### config.mk
export PLATFORM = sky130hd
export DESIGN_NAME = ctl3w_rx
export DESIGN_NICKNAME = d
export VERILOG_FILES = /design/src/rtl/ctl3w_pkg.sv /design/src/rtl/ctl3w_sync.sv /design/src/rtl/ctl3w_edge.sv /design/src/rtl/ctl3w_shift.sv /design/src/rtl/ctl3w_rx.sv
export SDC_FILE = /design/constraint.sdc
export NUM_CORES = 1
export LEC_CHECK = 0
export BUFFER_PORTS_ARGS = -buffer_cell sky130_fd_sc_hd__buf_2
export CAP_MARGIN = 20
export CORE_MARGIN = 2
export CORE_UTILIZATION = 50
export DETAILED_ROUTE_END_ITERATION = 7
export HOLD_SLACK_MARGIN = 0.03
export PLACE_DENSITY = 0.7
export RECOVER_POWER = 100
export SYNTH_ARGS = -nofsm -noshare
export SYNTH_HDL_FRONTEND = slang
export SYNTH_HIERARCHICAL = 1
export SYNTH_SLANG_ARGS = --single-unit
### constraint.sdc
create_clock -name clk_i -period 1.72 [get_ports clk_i]
set_clock_uncertainty 0.15 [all_clocks]
set_input_delay 0.086 -clock clk_i [delete_from_list [all_inputs] [get_ports clk_i]]
set_output_delay 0.086 -clock clk_i [all_outputs]
set_load 0.005 [all_outputs]
### src/rtl/ctl3w_pkg.sv
package ctl3w_pkg;
  localparam int unsigned ADDR_W = 7;
  localparam int unsigned DATA_W = 9;
  localparam int unsigned WORD_W = ADDR_W + DATA_W;

  typedef struct packed {
    logic [ADDR_W-1:0] addr;
    logic [DATA_W-1:0] data;
  } ctl_word_t;
endpackage

### src/rtl/ctl3w_sync.sv
module ctl3w_sync #(
  parameter int unsigned W      = 4,
  parameter int unsigned STAGES = 2
) (
  input  logic         clk_i,
  input  logic         rst_ni,
  input  logic [W-1:0] d_i,
  output logic [W-1:0] q_o
);
  logic [W-1:0] stg_q [STAGES];

  for (genvar s = 0; s < STAGES; s++) begin : g_stg
    always_ff @(posedge clk_i or negedge rst_ni) begin
      if (!rst_ni) stg_q[s] <= '0;
      else if (s == 0) stg_q[s] <= d_i;
      else stg_q[s] <= stg_q[(s == 0) ? 0 : s-1];
    end
  end

  assign q_o = stg_q[STAGES-1];
endmodule

### src/rtl/ctl3w_edge.sv
module ctl3w_edge #(
  parameter int unsigned W = 2
) (
  input  logic         clk_i,
  input  logic         rst_ni,
  input  logic [W-1:0] lvl_i,
  output logic [W-1:0] rise_o,
  output logic [W-1:0] fall_o
);
  logic [W-1:0] prev_q;

  always_ff @(posedge clk_i or negedge rst_ni) begin
    if (!rst_ni) prev_q <= '0;
    else         prev_q <= lvl_i;
  end

  assign rise_o = lvl_i & ~prev_q;
  assign fall_o = ~lvl_i & prev_q;


  rise_single_chk: assert property (@(posedge clk_i) disable iff (!rst_ni)
    (rise_o != '0) |=> ((rise_o & $past(rise_o)) == '0));
endmodule

### src/rtl/ctl3w_shift.sv
module ctl3w_shift
  import ctl3w_pkg::*;
(
  input  logic              clk_i,
  input  logic              rst_ni,
  input  logic              en_i,
  input  logic              bit_stb_i,
  input  logic              bit_i,
  input  logic              latch_i,
  output logic              wr_en_o,
  output ctl_word_t         word_o
);
  logic [WORD_W-1:0] sr_q;
  ctl_word_t         word_q;
  logic              wr_en_q;

  // no bit counter: older bits fall off the top
  always_ff @(posedge clk_i or negedge rst_ni) begin
    if (!rst_ni)                sr_q <= '0;
    else if (en_i && bit_stb_i) sr_q <= {sr_q[WORD_W-2:0], bit_i};
  end

  always_ff @(posedge clk_i or negedge rst_ni) begin
    if (!rst_ni) begin
      wr_en_q <= 1'b0;
      word_q  <= '0;
    end else begin
      wr_en_q <= en_i && latch_i;
      if (en_i && latch_i) word_q <= sr_q;
    end
  end

  assign wr_en_o = wr_en_q;
  assign word_o  = word_q;


  mode_gate_chk: assert property (@(posedge clk_i) disable iff (!rst_ni)
    !en_i |=> !wr_en_q);

  sr_hold_chk: assert property (@(posedge clk_i) disable iff (!rst_ni)
    !en_i |=> $stable(sr_q));

  word_hold_chk: assert property (@(posedge clk_i) disable iff (!rst_ni)
    !wr_en_q |-> $stable(word_q));
endmodule

### src/rtl/ctl3w_rx.sv
module ctl3w_rx
  import ctl3w_pkg::*;
#(
  parameter int unsigned SYNC_STAGES = 2
) (
  input  logic              clk_i,
  input  logic              rst_ni,
  input  logic              mode_i,
  input  logic              sclk_i,
  input  logic              sdat_i,
  input  logic              sel_i,
  output logic              wr_en_o,
  output logic [ADDR_W-1:0] wr_addr_o,
  output logic [DATA_W-1:0] wr_data_o
);
  localparam int unsigned NLINES = 4;
  localparam int unsigned NEDGE  = 2;

  logic [NLINES-1:0] raw, syn;
  logic [NEDGE-1:0]  rise, fall;
  ctl_word_t         word;

  assign raw = {mode_i, sel_i, sdat_i, sclk_i};

  ctl3w_sync #(.W(NLINES), .STAGES(SYNC_STAGES)) u_sync (
    .clk_i  (clk_i),
    .rst_ni (rst_ni),
    .d_i    (raw),
    .q_o    (syn)
  );

  // bit 0: serial clock, bit 1: select
  ctl3w_edge #(.W(NEDGE)) u_edge (
    .clk_i  (clk_i),
    .rst_ni (rst_ni),
    .lvl_i  ({syn[2], syn[0]}),
    .rise_o (rise),
    .fall_o (fall)
  );

  ctl3w_shift u_shift (
    .clk_i     (clk_i),
    .rst_ni    (rst_ni),
    .en_i      (syn[3]),
    .bit_stb_i (rise[0]),
    .bit_i     (syn[1]),
    .latch_i   (rise[1]),
    .wr_en_o   (wr_en_o),
    .word_o    (word)
  );

  assign wr_addr_o = word.addr;
  assign wr_data_o = word.data;


  wr_src_chk: assert property (@(posedge clk_i) disable iff (!rst_ni)
    wr_en_o |-> $past(rise[1]));

  wr_pulse_chk: assert property (@(posedge clk_i) disable iff (!rst_ni)
    wr_en_o |=> !wr_en_o);

  no_fall_wr_chk: assert property (@(posedge clk_i) disable iff (!rst_ni)
    fall[1] |=> !wr_en_o);
endmodule

# Word level (Yosys, flattened, before mapping)
# Cells that the tools add are included.
# totals
regBits	43
in_bits	6
output_inout_bits	17
wordCells	11
# classes
bitwise_logic	2
n_reduce_logical	2
# op_table
cell	count
AND 2 bit	1
logical AND 1 bit	2
inverter 2 bit	1

# Depth between registers and ports, before layout
# Gate-level depths: netlist of the first run.
# depth
word_depth	3
mapped_depth	5
ltp_nobuf	3

# Hierarchy
# Netlist of the first run, hierarchy kept.
# by_module_without_submodules
mod	instances	cells_per_inst	area_each_um2	seq_area_each_um2
ctl3w_shift	1	70	1224.9	825.8
ctl3w_sync	1	12	230.2	200.2
ctl3w_edge	1	6	85.1	50.0

# Worst setup path before layout of the first run
# OpenSTA, ideal clock, no wires.
# synth_path
path_kind	register to register
from	register u_sync.stg_q (netlist bit u_sync/q_o[2])
to	register u_shift.word_q (netlist bit u_shift/word_o[0])
setup_time_ns	0.125
t_arrival_ns	1.266
required_ns	1.445
slack_ns	0.179
path_stages_with_launch	6
path_buffers	2
synth_period_minus_slack_ns	1.541
path_cell_list	dfrtp_1 > buf_4 > and2b_2 > nand2_2 > buf_6 > mux2_2
# synth_via
elab_chain_cells	2
# synth_lines
element	line	rtl
from (decl)	ctl3w_sync.sv:10	logic [W-1:0] stg_q [STAGES];
from (signal, indexed assignment)	ctl3w_sync.sv:15	else if (s == 0) stg_q[s] <= d_i;
from (signal, indexed assignment)	ctl3w_sync.sv:16	else stg_q[s] <= stg_q[(s == 0) ? 0 : s-1];
AND 2 bit	ctl3w_edge.sv:17	assign rise_o = lvl_i & ~prev_q;
via rise[1]	ctl3w_rx.sv:20	logic [NEDGE-1:0] rise, fall;
logical AND 1 bit	ctl3w_shift.sv:29	if (en_i && latch_i) word_q <= sr_q;
to (signal assigned)	ctl3w_shift.sv:29	
to (decl)	ctl3w_shift.sv:14	ctl_word_t word_q;
# The timed path passes the listed nets, and every way through them passes these cells.
# A chain may end at the register's enable or synchronous reset.

# Final worst setup path of the first run
# layout_path
from	register u_sync.stg_q (netlist bit u_sync/q_o[2])
to	register u_shift.word_q (netlist bit u_shift/word_o[4])
# Same word-level chain as after synthesis.

==> flow_summary.html, run 1 <==
<table>
<tr><th>Metric</th><th>Value</th></tr>
<tr><th colspan="2">Critical path</th></tr>
<tr><td>CP Max Fanout</td><td>17</td></tr>
<tr><td>Endpoint of the most critical register-to-register path</td><td>u_shift/word_o[4]$_DFFE_PN0P_</td></tr>
<tr><td>Number of cells on the worst reg-to-reg path</td><td>3</td></tr>
<tr><td>Worst setup path end</td><td>u_shift/word_o[4]$_DFFE_PN0P_</td></tr>
<tr><td>Worst R2R Setup Slack</td><td>0.17 ns</td></tr>
<tr><td>Worst r2r src</td><td>u_sync/q_o[2]$_DFF_PN0_</td></tr>
<tr><td>Cell-by-cell trace of the critical path</td><td>and2b_2 &gt; nand2_2 &gt; mux2_2</td></tr>
<tr><td>Worst setup startpoint</td><td>u_sync/q_o[2]$_DFF_PN0_</td></tr>
<tr><td>Data arrival time at the worst-slack endpoint</td><td>1.63 ns</td></tr>
<tr><td>Kind of critical path</td><td>flip-flop to flip-flop</td></tr>
<tr><td>Cell with the biggest individual delay on the critical path</td><td>sky130_fd_sc_hd__dfrtp_1</td></tr>
<tr><td>Data required time at the worst endpoint</td><td>about 1.8 ns</td></tr>
<tr><td>Endpoint type of the worst setup path</td><td>flip-flop</td></tr>
<tr><td>Crit path launch type</td><td>flip-flop</td></tr>
<tr><td>Worst stage delay on the critical path</td><td>0.39 ns</td></tr>
<tr><th colspan="2">Detailed routing</th></tr>
<tr><td>Post-detailed-route wirelength per cell</td><td>roughly 13 um</td></tr>
<tr><td>Starting DRT DRC Count</td><td>17</td></tr>
<tr><td>Detailed-router iteration count before antenna repair</td><td>3</td></tr>
<tr><td>Residual DRC count</td><td>0</td></tr>
<tr><td>Total number of vias</td><td>approximately 740</td></tr>
<tr><td>Routed Wire Length</td><td>~2 mm</td></tr>
<tr><td>Vias per inst</td><td>between 4 and 5</td></tr>
<tr><td>Remaining number of nets flagged by the antenna check after routing</td><td>0</td></tr>
<tr><th colspan="2">Power</th></tr>
<tr><td>Power per Cell Area</td><td>1340 nW/um^2</td></tr>
<tr><td>Switching share of power</td><td>~22%</td></tr>
<tr><td>Internal cell power</td><td>roughly 1800 uW</td></tr>
<tr><td>Share of power burned in registers</td><td>between 50% and 60%</td></tr>
<tr><td>IR Drop Worst-Case VDD</td><td>0.672 mV</td></tr>
<tr><td>Part of the total power dissipated in combinational logic</td><td>about an eighth</td></tr>
<tr><td>Static Leakage</td><td>just over 0.0009 uW</td></tr>
<tr><td>Design Power</td><td>~2400 uW</td></tr>
<tr><td>Switching component of the power</td><td>between 500 and 600 uW</td></tr>
<tr><td>Relative contribution of the clock network to total power</td><td>between 30% and 40%</td></tr>
<tr><th colspan="2">Global routing</th></tr>
<tr><td>Global-route usage over all layers</td><td>a little over an eighth</td></tr>
<tr><td>Vias in the first global route</td><td>766</td></tr>
<tr><td>Pin count of the biggest net entering global routing</td><td>44</td></tr>
<tr><td>Total grt overflow</td><td>0</td></tr>
<tr><td>Number of antenna violations at the first check in global routing</td><td>0</td></tr>
<tr><td>Global-route wire length before repair</td><td>3.37 mm</td></tr>
<tr><th colspan="2">Floorplanning</th></tr>
<tr><td>Area inside the core boundary</td><td>just under 3000 um^2</td></tr>
<tr><td>Total Die Area</td><td>between 3000 and 4000 um^2</td></tr>
<tr><td>Boundary pin count</td><td>23</td></tr>
<tr><td>Initial cell density of the core</td><td>between 50% and 60%</td></tr>
<tr><td>Die Y</td><td>just under 60 um</td></tr>
<tr><td>Site Rows</td><td>20</td></tr>
<tr><td>Width of the chip</td><td>a little under 60 um</td></tr>
<tr><th colspan="2">Cells and area</th></tr>
<tr><td>Non-filler instance count after layout</td><td>roughly 150</td></tr>
<tr><td>Commonest non-fill, non-tap cell in the layout</td><td>sky130_fd_sc_hd__dfrtp_1</td></tr>
<tr><td>Area growth from synthesis to final layout</td><td>16.7%</td></tr>
<tr><td>Proportion of layout cells with a drive suffix above 1</td><td>54.3%</td></tr>
<tr><td>Diode insertion count for antenna repair</td><td>0</td></tr>
<tr><td>Most frequent cells in the layout</td><td>sky130_fd_sc_hd__dfrtp_1 (43), sky130_fd_sc_hd__mux2_2 (32), sky130_fd_sc_hd__buf_2 (18), sky130_fd_sc_hd__clkbuf_4 (5), sky130_fd_sc_hd__dlygate4sd3_1 (5)</td></tr>
<tr><td>Final net count</td><td>121</td></tr>
<tr><th colspan="2">CTS</th></tr>
<tr><td>Number of clock sinks seen by CTS</td><td>43</td></tr>
<tr><td>Register clock-pin slew on the reported worst setup and hold paths</td><td>0.12 ns</td></tr>
<tr><td>Post-CTS Hold Fix Bufs</td><td>5</td></tr>
<tr><td>TritonCTS clock tree</td><td>done</td></tr>
<tr><td>Maximum number of buffers from clock root to sink</td><td>2</td></tr>
<tr><td>Resize count post-CTS</td><td>0</td></tr>
<tr><td>H-tree lvl count</td><td>2</td></tr>
<tr><td>Buffer count from post-CTS setup fixing</td><td>0</td></tr>
<tr><td>Cts bufs inserted</td><td>5</td></tr>
<tr><td>Latest clock arrival within the worst-skew pair</td><td>approximately 0.34 ns</td></tr>
<tr><td>Clk Tree Root Cell</td><td>sky130_fd_sc_hd__clkbuf_4</td></tr>
<tr><th colspan="2">STA</th></tr>
<tr><td>Final-report max-slew violation count</td><td>0</td></tr>
<tr><td>Setup repair after global routing missed its margin</td><td>false</td></tr>
<tr><td>Tightest Pin Transition</td><td>1.00 ns</td></tr>
<tr><td>Accumulated negative setup slack</td><td>0 ns</td></tr>
<tr><td>Fin crit share</td><td>between 80 and 90%</td></tr>
<tr><td>Final setup violation count</td><td>0</td></tr>
<tr><td>Worst-case setup margin in the final layout</td><td>about 0.17 ns</td></tr>
<tr><td>Final hold vios</td><td>0</td></tr>
<tr><td>Shortest clock period the worst path allows after layout</td><td>approximately 1.5 ns</td></tr>
<tr><td>FMAX</td><td>about 650 MHz</td></tr>
<tr><td>Headroom to the max-slew limit</td><td>around a third</td></tr>
<tr><th colspan="2">Logic synthesis</th></tr>
<tr><td>Mean post-synth cell area</td><td>about 18 um^2</td></tr>
<tr><td>Synthesized Nets</td><td>a little over 90</td></tr>
<tr><td>Syn Std Cell Area</td><td>between 1500 and 2000 um^2</td></tr>
<tr><td>Number of standard cells after synthesis</td><td>86</td></tr>
<tr><td>Number of warnings printed during yosys synthesis</td><td>6</td></tr>
<tr><th colspan="2">Placed design</th></tr>
<tr><td>Number of cells in the design after placement</td><td>136</td></tr>
<tr><td>RD Place Congestion</td><td>approximately 0.67</td></tr>
<tr><td>Post-Place Setup Slack</td><td>approximately 0.17 ns</td></tr>
<tr><td>Port buffer count</td><td>22</td></tr>
<tr><th colspan="2">Run</th></tr>
<tr><td>Count of max-cap constraint violations</td><td>0</td></tr>
<tr><th colspan="2">Min path</th></tr>
<tr><td>Worst hold path type</td><td>flip-flop to flip-flop</td></tr>
<tr><th colspan="2">Status</th></tr>
<tr><td>Status</td><td>completed</td></tr>
</table>
sequential cells by signal, indices dropped and copies added, names as in the netlist:
name	cells
u_sync/stg_q	4
u_shift/word_o	16
u_shift/sr_q	16
u_edge/prev_q	2
u_sync/q_o	4
u_shift/wr_en_o	1
power groups by stage:
stage | sequential [uW] | clock [uW] | combinational, uW
6_report | 1300 | 765 | 311
5_1_grt | 1320 | 830 | 345
4_1_cts | 1300 | 791 | 331
3_5_place_dp | 1320 | 0 | 320
3_3_place_gp | 1310 | 0 | 312
2_1_floorplan | 1300 | 0 | 186
layout make-up:
cell class / count / area (um^2)
clock buffers: 5 / 37.5
fillers: 240 / 1200
clock inverters: 3 / 67.6
repair buffers: 28 / 160
inverters: 1 / 3.75
flip-flops and latches: 43 / 1080
multi-input cells: 36 / 390
well taps: 33 / 41.3
routing by layer:
layer	global-route usage (%)	wire length, um	vias to the layer above
met2	22.0	985	19
met5	0	0	-
li1	-	-	347
met4	8.77	51	0
met1	15.5	859	370
met3	4.59	91	8
critical path: cells and delay by family, from the launching register on:
kind	cells	cell delay (ns)
DFF	1	0.39
and+or+nand+nor	2	0.50
muxes	1	0.39
through the flow:
stage / hold slack [ns] / instance area [um^2] / util, %
final: 0.219 / 1780 / 59.7
after global routing: 0.197 / 1780 / 59.7
after CTS: 0.0746 / 1800 / 60.3
after detailed placement: -0.0749 / 1640 / 55.1
after global placement: -0.0753 / 1640 / 55.1
after floorplan: -0.360 / 1520 / -
worst min-delay path by stage:
stage / end / from / slack (ns) / depth (start not counted)
after floorplan: u_edge/prev_q[0]$_DFF_PN0_ / rst_ni / -0.36 / 0
after global placement: u_shift/word_o[13]$_DFFE_PN0P_ / rst_ni / -0.08 / 2
after detailed placement: u_shift/word_o[13]$_DFFE_PN0P_ / rst_ni / -0.07 / 2
after CTS: u_shift/word_o[13]$_DFFE_PN0P_ / rst_ni / 0.07 / 3
after global routing: u_sync/stg_q[4]$_DFF_PN0_ / sclk_i / 0.20 / 2
final: u_sync/q_o[0]$_DFF_PN0_ / u_sync/stg_q[4]$_DFF_PN0_ / 0.22 / 0
No activity file was read; power rests on OpenSTA's default activity.
==> inputs of run 2 (changes only) <==
--- a/config.mk
+++ b/config.mk
@@ -11,2 +11,3 @@
 export CORE_UTILIZATION = 50
+export CTS_BUF_LIST = sky130_fd_sc_hd__clkbuf_2
 export DETAILED_ROUTE_END_ITERATION = 7
--- a/constraint.sdc
+++ b/constraint.sdc
@@ -4,2 +4,2 @@
 set_output_delay 0.086 -clock clk_i [all_outputs]
-set_load 0.005 [all_outputs]
+set_load 0.1 [all_outputs]
==> run 2 against run 1 <==
  * Clock-buffer cell count unchanged
  * Utilization increased by 0.13 points
  * Critical path type unchanged
  * Sequential power hardly changed
  * Largest cell class unchanged
  * Power is 25% higher
  * Combinational power increased to 3.1 times the previous value
  * Sequential share of layout area decreased by 0.13 points
  * Wire length grew 0.50%
  * Maximum frequency hardly changed
  * Setup slack better by 0.00074 ns
  * Die area is the same
==> flow_summary.html, run 2 (synthesized netlist as in run 1, its figures left out) <==
<table>
<tr><th>Metric</th><th>Value</th></tr>
<tr><th colspan="2">STA</th></tr>
<tr><td>Setup repair after global routing missed its margin</td><td>false</td></tr>
<tr><td>Final setup violation count</td><td>0</td></tr>
<tr><td>Headroom to the max-slew limit</td><td>62.7%</td></tr>
<tr><td>Tightest Pin Transition</td><td>roughly 0.56 ns</td></tr>
<tr><td>Final hold vios</td><td>0</td></tr>
<tr><td>Fin crit share</td><td>about nine tenths</td></tr>
<tr><td>Final-report max-slew violation count</td><td>0</td></tr>
<tr><td>Shortest clock period the worst path allows after layout</td><td>1.55 ns</td></tr>
<tr><td>Accumulated negative setup slack</td><td>0 ns</td></tr>
<tr><td>FMAX</td><td>647 MHz</td></tr>
<tr><th colspan="2">Global routing</th></tr>
<tr><td>Global-route usage over all layers</td><td>13.9%</td></tr>
<tr><td>Global-route wire length before repair</td><td>roughly 3.4 mm</td></tr>
<tr><td>Number of antenna violations at the first check in global routing</td><td>0</td></tr>
<tr><td>Pin count of the biggest net entering global routing</td><td>44</td></tr>
<tr><td>Total grt overflow</td><td>0</td></tr>
<tr><td>Vias in the first global route</td><td>slightly below 800</td></tr>
<tr><th colspan="2">Power</th></tr>
<tr><td>Internal cell power</td><td>between 1500 and 2000 uW</td></tr>
<tr><td>Static Leakage</td><td>0.000920 uW</td></tr>
<tr><td>IR Drop Worst-Case VDD</td><td>approximately 1.0 mV</td></tr>
<tr><td>Relative contribution of the clock network to total power</td><td>a little under a quarter</td></tr>
<tr><td>Part of the total power dissipated in combinational logic</td><td>around a third</td></tr>
<tr><td>Switching component of the power</td><td>approximately 1200 uW</td></tr>
<tr><td>Design Power</td><td>between 2000 and 3000 uW</td></tr>
<tr><td>Share of power burned in registers</td><td>between 40% and 50%</td></tr>
<tr><td>Power per Cell Area</td><td>1660 nW/um^2</td></tr>
<tr><td>Switching share of power</td><td>around two fifths</td></tr>
<tr><th colspan="2">CTS</th></tr>
<tr><td>Resize count post-CTS</td><td>0</td></tr>
<tr><td>H-tree lvl count</td><td>2</td></tr>
<tr><td>TritonCTS clock tree</td><td>done</td></tr>
<tr><td>Clk Tree Root Cell</td><td>sky130_fd_sc_hd__clkbuf_2</td></tr>
<tr><td>Maximum number of buffers from clock root to sink</td><td>2</td></tr>
<tr><td>Latest clock arrival within the worst-skew pair</td><td>around 0.38 ns</td></tr>
<tr><td>Register clock-pin slew on the reported worst setup and hold paths</td><td>0.20 ns</td></tr>
<tr><td>Number of clock sinks seen by CTS</td><td>between 40 and 50</td></tr>
<tr><td>Cts bufs inserted</td><td>5</td></tr>
<tr><th colspan="2">Cells and area</th></tr>
<tr><td>Final net count</td><td>between 100 and 150</td></tr>
<tr><td>Count of fill cells added during filler insertion</td><td>241</td></tr>
<tr><td>Commonest non-fill, non-tap cell in the layout</td><td>sky130_fd_sc_hd__dfrtp_1</td></tr>
<tr><td>Most frequent cells in the layout</td><td>sky130_fd_sc_hd__dfrtp_1 (43), sky130_fd_sc_hd__mux2_2 (32), sky130_fd_sc_hd__clkbuf_2 (22), sky130_fd_sc_hd__dlygate4sd3_1 (6), sky130_fd_sc_hd__buf_2 (4)</td></tr>
<tr><td>Area growth from synthesis to final layout</td><td>16.9%</td></tr>
<tr><td>Reg area</td><td>between 1000 and 1500 um^2</td></tr>
<tr><td>Proportion of layout cells with a drive suffix above 1</td><td>56.4%</td></tr>
<tr><td>Area of the multi-input gates</td><td>approximately 390 um^2</td></tr>
<tr><td>Diode insertion count for antenna repair</td><td>0</td></tr>
<tr><th colspan="2">Critical path</th></tr>
<tr><td>Logic depth of the worst path, buffers included</td><td>3</td></tr>
<tr><td>Data required time at the worst endpoint</td><td>around 1.9 ns</td></tr>
<tr><td>Worst stage delay on the critical path</td><td>approximately 0.42 ns</td></tr>
<tr><td>Cell with the biggest individual delay on the critical path</td><td>sky130_fd_sc_hd__dfrtp_1</td></tr>
<tr><td>Kind of critical path</td><td>flip-flop to flip-flop</td></tr>
<tr><td>Cell-by-cell trace of the critical path</td><td>and2b_2 &gt; nand2_2 &gt; mux2_2</td></tr>
<tr><td>CP Max Fanout</td><td>17</td></tr>
<tr><td>Endpoint type of the worst setup path</td><td>flip-flop</td></tr>
<tr><td>Number of cells on the worst reg-to-reg path</td><td>3</td></tr>
<tr><td>Data arrival time at the worst-slack endpoint</td><td>~1.7 ns</td></tr>
<tr><td>Combined buffer and inverter count along the critical path</td><td>0</td></tr>
<tr><td>Crit path launch type</td><td>flip-flop</td></tr>
<tr><td>Family of cells with the greatest summed delay on the critical path</td><td>simple AND/OR/NAND/NOR gates</td></tr>
<tr><th colspan="2">Detailed routing</th></tr>
<tr><td>Routed Wire Length</td><td>2.00 mm</td></tr>
<tr><td>Detailed-router iteration count before antenna repair</td><td>2</td></tr>
<tr><td>Remaining number of nets flagged by the antenna check after routing</td><td>0</td></tr>
<tr><td>Post-detailed-route wirelength per cell</td><td>~13 um</td></tr>
<tr><td>Residual DRC count</td><td>0</td></tr>
<tr><td>Vias per inst</td><td>4.99</td></tr>
<tr><td>Total number of vias</td><td>around 750</td></tr>
<tr><td>Starting DRT DRC Count</td><td>18</td></tr>
<tr><th colspan="2">Min path</th></tr>
<tr><td>Cell depth of the worst min-delay path</td><td>2</td></tr>
<tr><td>Worst hold path type</td><td>input port to flip-flop</td></tr>
<tr><th colspan="2">Floorplanning</th></tr>
<tr><td>Site Rows</td><td>20</td></tr>
<tr><td>Boundary pin count</td><td>23</td></tr>
<tr><td>Area inside the core boundary</td><td>~3000 um^2</td></tr>
<tr><td>Width of the chip</td><td>a little under 60 um</td></tr>
<tr><td>Total Die Area</td><td>3500 um^2</td></tr>
<tr><td>Initial cell density of the core</td><td>51.1%</td></tr>
<tr><td>Die Y</td><td>slightly below 60 um</td></tr>
<tr><th colspan="2">Placed design</th></tr>
<tr><td>RD Place Congestion</td><td>approximately 0.67</td></tr>
<tr><td>Port buffer count</td><td>22</td></tr>
<tr><th colspan="2">Status</th></tr>
<tr><td>Status</td><td>completed</td></tr>
<tr><th colspan="2">Run</th></tr>
<tr><td>Count of max-cap constraint violations</td><td>0</td></tr>
</table>
==> run 2: cell types whose count changed in the layout (fill, tap and decap cells not counted), sizes merged <==
| cell | previous run | this run |
|---|---|---|
| dlygate4sd3 | 5 | 6 |
| clkbuf | 10 | 24 |
| buf | 18 | 4 |
==> run 2: final timing paths <==
check	startpoint	end	slack, ns
worst max-delay path	u_sync/q_o[2]$_DFF_PN0_	u_shift/word_o[4]$_DFFE_PN0P_	0.17
worst min-delay path	sdat_i	u_sync/stg_q[5]$_DFF_PN0_	0.17
worst max register to register	u_sync/q_o[2]$_DFF_PN0_	u_shift/word_o[4]$_DFFE_PN0P_	0.17
worst min register to register	u_sync/stg_q[4]$_DFF_PN0_	u_sync/q_o[0]$_DFF_PN0_	0.23
max in group asynchronous	rst_ni	u_shift/word_o[9]$_DFFE_PN0P_	0.36
min in group asynchronous	rst_ni	u_shift/word_o[12]$_DFFE_PN0P_	0.68
==> run 2: what timing repair did <==
item                                   in CTS  in global routing
hold buffers                                6                  0
endpoints found under the hold margin      47                  0
buffers inserted                            0                  0
==> run 2: per-layer routing <==
metal / up-vias / global-route usage [%] / wire length (um)
li1: 349 / - / -
met1: 374 / 15.5 / 859
met2: 18 / 22.3 / 993
met3: 8 / 4.59 / 90
met4: 0 / 9.74 / 54
met5: - / 0 / 0
==> run 2: layout make-up <==
cell class | count | share of cell area, %
Sequential cell | 43 | 60.4
Multi-Input combinational cell | 36 | 21.9
Timing Repair Buffer | 29 | 9.91
Clock inverter | 3 | 3.79
Tap cell | 33 | 2.32
Clock buffer | 5 | 1.41
Inverter | 1 | 0.211
==> run 2: power by group through the flow <==
stage               clock network (uW)  logic (uW)  registers (uW)
global route                       770         986            1320
floorplan                            0         187            1930
finish                             705         952            1300
CTS                                730         969            1300
global placement                     0         949            1310
detailed placement                   0         957            1320
==> run 2: per-stage QoR <==
step	instance area, um^2	utilization, %	worst slack (ns)	instances	hold slack [ns]
after floorplan	1520	-	0.183	86	-0.360
after global placement	1640	55.1	0.205	136	-0.0753
after detailed placement	1640	55.1	0.169	136	-0.0749
after CTS	1790	60.3	0.139	150	0.142
after global routing	1780	59.8	0.0778	150	0.108
final	1780	59.8	0.173	150	0.173
==> inputs of run 3 (changes only) <==
Settings changed: GPL_ROUTABILITY_DRIVEN from default to 0, SYNTH_HIERARCHICAL 1 to default.
==> run 3 against run 2 <==
  * Flip-flop and latch count did not move
  * Utilization shrank 2.1 points
  * Clock power fell by 43%
  * Wire length rose by 7.2%
  * Critical endpoint is now wr_data_o[3]
  * Synthesized cell count down 7.0%
  * Highest routed layer unchanged
  * Cell area shrank 1.9%
  * Setup slack improved by 0.067 ns
  * Final cell count is 6.0% higher
  * Critical path type is now flip-flop to output port
  * Non-clock buffer count unchanged
  * Sequential share of layout area grew 1.2 points
  * Worst hold slack worse by 0.059 ns
==> flow_summary.html, run 3 <==
<table>
<tr><th>Metric</th><th>Value</th></tr>
<tr><th colspan="2">Status</th></tr>
<tr><td>Status</td><td>completed</td></tr>
<tr><th colspan="2">Logic synthesis</th></tr>
<tr><td>Number of warnings printed during yosys synthesis</td><td>0</td></tr>
<tr><td>Number of unique standard cell types used by synthesis</td><td>6</td></tr>
<tr><td>Most used flip-flop cell after synthesis</td><td>sky130_fd_sc_hd__dfrtp_1</td></tr>
<tr><td>Syn Std Cell Area</td><td>~1600 um^2</td></tr>
<tr><td>Number of enable flip-flop cells after synthesis</td><td>0</td></tr>
<tr><td>Leading cell type by number of instances after synthesis</td><td>sky130_fd_sc_hd__dfrtp_1</td></tr>
<tr><td>Proportion of register bits with asynchronous set or reset after synthesis</td><td>100%</td></tr>
<tr><td>Sequential area share after synthesis</td><td>approximately two thirds</td></tr>
<tr><td>Leading area contributor after synthesis</td><td>sky130_fd_sc_hd__dfrtp_1</td></tr>
<tr><td>Post-synth top area share</td><td>between 60% and 70%</td></tr>
<tr><td>Synthesis-stage register bit count</td><td>43</td></tr>
<tr><td>Biggest area contributors in the synthesized netlist</td><td>sky130_fd_sc_hd__dfrtp_1 (68%), sky130_fd_sc_hd__mux2_4 (18%), sky130_fd_sc_hd__mux2_2 (9.3%), sky130_fd_sc_hd__nand3b_4 (2.5%), sky130_fd_sc_hd__buf_6 (1.4%)</td></tr>
<tr><td>Mean post-synth cell area</td><td>a little under 20 um^2</td></tr>
<tr><td>Number of standard cells after synthesis</td><td>80</td></tr>
<tr><td>Synthesized Nets</td><td>86</td></tr>
<tr><td>Cell types with the highest counts after synthesis</td><td>sky130_fd_sc_hd__dfrtp_1 (43), sky130_fd_sc_hd__mux2_4 (19), sky130_fd_sc_hd__mux2_2 (13)</td></tr>
<tr><th colspan="2">Power</th></tr>
<tr><td>Share of power burned in registers</td><td>roughly half</td></tr>
<tr><td>IR Drop Worst-Case VDD</td><td>approximately 0.67 mV</td></tr>
<tr><td>Part of the total power dissipated in combinational logic</td><td>around 35%</td></tr>
<tr><td>Design Power</td><td>between 2000 and 3000 uW</td></tr>
<tr><td>Relative contribution of the clock network to total power</td><td>around 15%</td></tr>
<tr><td>Switching component of the power</td><td>~1200 uW</td></tr>
<tr><td>Static Leakage</td><td>roughly 0.00093 uW</td></tr>
<tr><td>Internal cell power</td><td>approximately 1500 uW</td></tr>
<tr><td>Switching share of power</td><td>between 40% and 50%</td></tr>
<tr><td>Power per Cell Area</td><td>between 1500 and 2000 nW/um^2</td></tr>
<tr><th colspan="2">Cells and area</th></tr>
<tr><td>Final net count</td><td>120</td></tr>
<tr><td>Most frequent cells in the layout</td><td>sky130_fd_sc_hd__dfrtp_1 (43), sky130_fd_sc_hd__clkbuf_2 (25), sky130_fd_sc_hd__mux2_1 (18), sky130_fd_sc_hd__mux2_2 (13), sky130_fd_sc_hd__dlygate4sd3_1 (5)</td></tr>
<tr><td>Area growth from synthesis to final layout</td><td>11.0%</td></tr>
<tr><td>Final instance area</td><td>around 1700 um^2</td></tr>
<tr><td>Diode insertion count for antenna repair</td><td>0</td></tr>
<tr><td>Proportion of layout cells with a drive suffix above 1</td><td>40.0%</td></tr>
<tr><td>Commonest non-fill, non-tap cell in the layout</td><td>sky130_fd_sc_hd__dfrtp_1</td></tr>
<tr><th colspan="2">Global routing</th></tr>
<tr><td>Global-route wire length before repair</td><td>around 3.6 mm</td></tr>
<tr><td>Number of antenna violations at the first check in global routing</td><td>0</td></tr>
<tr><td>Global-route usage over all layers</td><td>roughly 14%</td></tr>
<tr><td>Pin count of the biggest net entering global routing</td><td>32</td></tr>
<tr><td>Total grt overflow</td><td>0</td></tr>
<tr><td>Vias in the first global route</td><td>774</td></tr>
<tr><th colspan="2">Critical path</th></tr>
<tr><td>Logic depth of the worst path, buffers included</td><td>1</td></tr>
<tr><td>Cell with the biggest individual delay on the critical path</td><td>sky130_fd_sc_hd__clkbuf_2</td></tr>
<tr><td>Number of cells on the worst reg-to-reg path</td><td>2</td></tr>
<tr><td>Family of cells with the greatest summed delay on the critical path</td><td>buffers and inverters</td></tr>
<tr><td>CP Max Fanout</td><td>2</td></tr>
<tr><td>Data arrival time at the worst-slack endpoint</td><td>between 1 and 1.5 ns</td></tr>
<tr><td>Crit path launch type</td><td>flip-flop</td></tr>
<tr><td>Endpoint type of the worst setup path</td><td>output port</td></tr>
<tr><td>Kind of critical path</td><td>flip-flop to output port</td></tr>
<tr><td>Data required time at the worst endpoint</td><td>1.48 ns</td></tr>
<tr><td>Combined buffer and inverter count along the critical path</td><td>1</td></tr>
<tr><td>Cell-by-cell trace of the critical path</td><td>clkbuf_2</td></tr>
<tr><td>Worst setup startpoint</td><td>u_shift.word_o[3]$_DFFE_PN0P_</td></tr>
<tr><td>Worst r2r src</td><td>u_sync.q_o[3]$_DFF_PN0_</td></tr>
<tr><td>Worst stage delay on the critical path</td><td>approximately 0.46 ns</td></tr>
<tr><th colspan="2">Floorplanning</th></tr>
<tr><td>Die Y</td><td>between 60 and 70 um</td></tr>
<tr><td>Boundary pin count</td><td>23</td></tr>
<tr><td>Width of the chip</td><td>roughly 60 um</td></tr>
<tr><td>Site Rows</td><td>20</td></tr>
<tr><td>Area inside the core boundary</td><td>approximately 3000 um^2</td></tr>
<tr><td>Initial cell density of the core</td><td>roughly half</td></tr>
<tr><td>Total Die Area</td><td>3610 um^2</td></tr>
<tr><th colspan="2">Detailed routing</th></tr>
<tr><td>Vias per inst</td><td>about 4.5</td></tr>
<tr><td>Total number of vias</td><td>about 720</td></tr>
<tr><td>Detailed-router iteration count before antenna repair</td><td>2</td></tr>
<tr><td>Routed Wire Length</td><td>between 2 and 2.5 mm</td></tr>
<tr><td>Starting DRT DRC Count</td><td>14</td></tr>
<tr><td>Remaining number of nets flagged by the antenna check after routing</td><td>0</td></tr>
<tr><td>Residual DRC count</td><td>0</td></tr>
<tr><td>Post-detailed-route wirelength per cell</td><td>between 10 and 15 um</td></tr>
<tr><th colspan="2">STA</th></tr>
<tr><td>Final hold vios</td><td>0</td></tr>
<tr><td>Setup repair after global routing missed its margin</td><td>false</td></tr>
<tr><td>FMAX</td><td>676 MHz</td></tr>
<tr><td>Final setup violation count</td><td>0</td></tr>
<tr><td>Final-report max-slew violation count</td><td>0</td></tr>
<tr><td>Fin crit share</td><td>86.0%</td></tr>
<tr><td>Headroom to the max-slew limit</td><td>around 53%</td></tr>
<tr><td>Worst-case setup margin in the final layout</td><td>around 0.24 ns</td></tr>
<tr><td>Shortest clock period the worst path allows after layout</td><td>1.48 ns</td></tr>
<tr><td>Tightest Pin Transition</td><td>slightly above 0.7 ns</td></tr>
<tr><td>Accumulated negative setup slack</td><td>0 ns</td></tr>
<tr><th colspan="2">CTS</th></tr>
<tr><td>Register clock-pin slew on the reported worst setup and hold paths</td><td>around 0.20 ns</td></tr>
<tr><td>Number of clock sinks seen by CTS</td><td>43</td></tr>
<tr><td>H-tree lvl count</td><td>2</td></tr>
<tr><td>Latest clock arrival within the worst-skew pair</td><td>0.38 ns</td></tr>
<tr><td>TritonCTS clock tree</td><td>done</td></tr>
<tr><td>Cts bufs inserted</td><td>5</td></tr>
<tr><td>Clk Tree Root Cell</td><td>sky130_fd_sc_hd__clkbuf_2</td></tr>
<tr><td>Maximum number of buffers from clock root to sink</td><td>2</td></tr>
<tr><th colspan="2">Min path</th></tr>
<tr><td>Worst hold path type</td><td>input port to asynchronous set/reset pin</td></tr>
<tr><th colspan="2">Run</th></tr>
<tr><td>Count of max-cap constraint violations</td><td>0</td></tr>
<tr><th colspan="2">Placed design</th></tr>
<tr><td>Sum of net half-perimeters after detailed placement</td><td>around 1.4 mm</td></tr>
<tr><td>Post-Place Setup Slack</td><td>roughly 0.34 ns</td></tr>
<tr><td>Port buffer count</td><td>22</td></tr>
<tr><td>Cell Area, Placed</td><td>1730 um^2</td></tr>
</table>
## run 3: worst paths after layout
path,end,slack (ns)
max,wr_data_o[3],0.24
min,u_shift.sr_q[8]$_DFFE_PN0P_,0.11
max reg2reg,u_shift.word_o[5]$_DFFE_PN0P_,0.36
min reg2reg,u_sync.q_o[3]$_DFF_PN0_,0.22
max in group asynchronous,u_shift.word_o[1]$_DFFE_PN0P_,0.50
min in group clk_i,u_sync.stg_q[7]$_DFF_PN0_,0.19
## run 3: repair_timing
action,in CTS,in global routing
endpoints found under the hold margin,47,0
hold buffers,5,0
buffers inserted,0,0
setup endpoints to repair,0,0
resized for setup,0,0
## run 3: stage by stage
stage	instances	utilization, %	hold slack, ns
after CTS	159	60.2	0.0784
final	159	57.7	0.114
after global routing	159	57.7	0.132
after floorplan	80	-	-0.360
after detailed placement	146	57.2	-0.00405
after global placement	146	57.2	-0.0120
## run 3: power groups by stage
stage | sequential, uW | combinational (uW) | clock, uW
floorplan | 1940 | 260 | 0
global placement | 1330 | 1020 | 0
detailed placement | 1340 | 1040 | 0
CTS | 1320 | 1050 | 421
global route | 1340 | 974 | 471
finish | 1310 | 935 | 400
## run 3: area by class of cell
class,count,area (um^2)
Clock buffer,7,35.0
Clock inverter,1,5.00
Fill cell,260,1280
Inverter,1,3.75
Multi-Input combinational cell,34,404
Sequential cell,43,1080
Tap cell,44,55.1
Timing Repair Buffer,29,168
## run 3: cells by family (layout without fill, tap and decap cells)
logic type,after synthesis,after routing,synth area share [%]
DFF,43,43,68.4
and+or+nand+nor,2,2,2.54
buffers and inverters,3,38,1.67
muxes,32,32,27.4
## run 3: layer usage
metal  vias up  wire, um  global-route usage (%)
met1       353      1060                    18.8
li1        341         -                       -
met4         0        39                    8.57
met5         -         0                       0
met2        19       963                    20.3
met3         5        80                    4.55
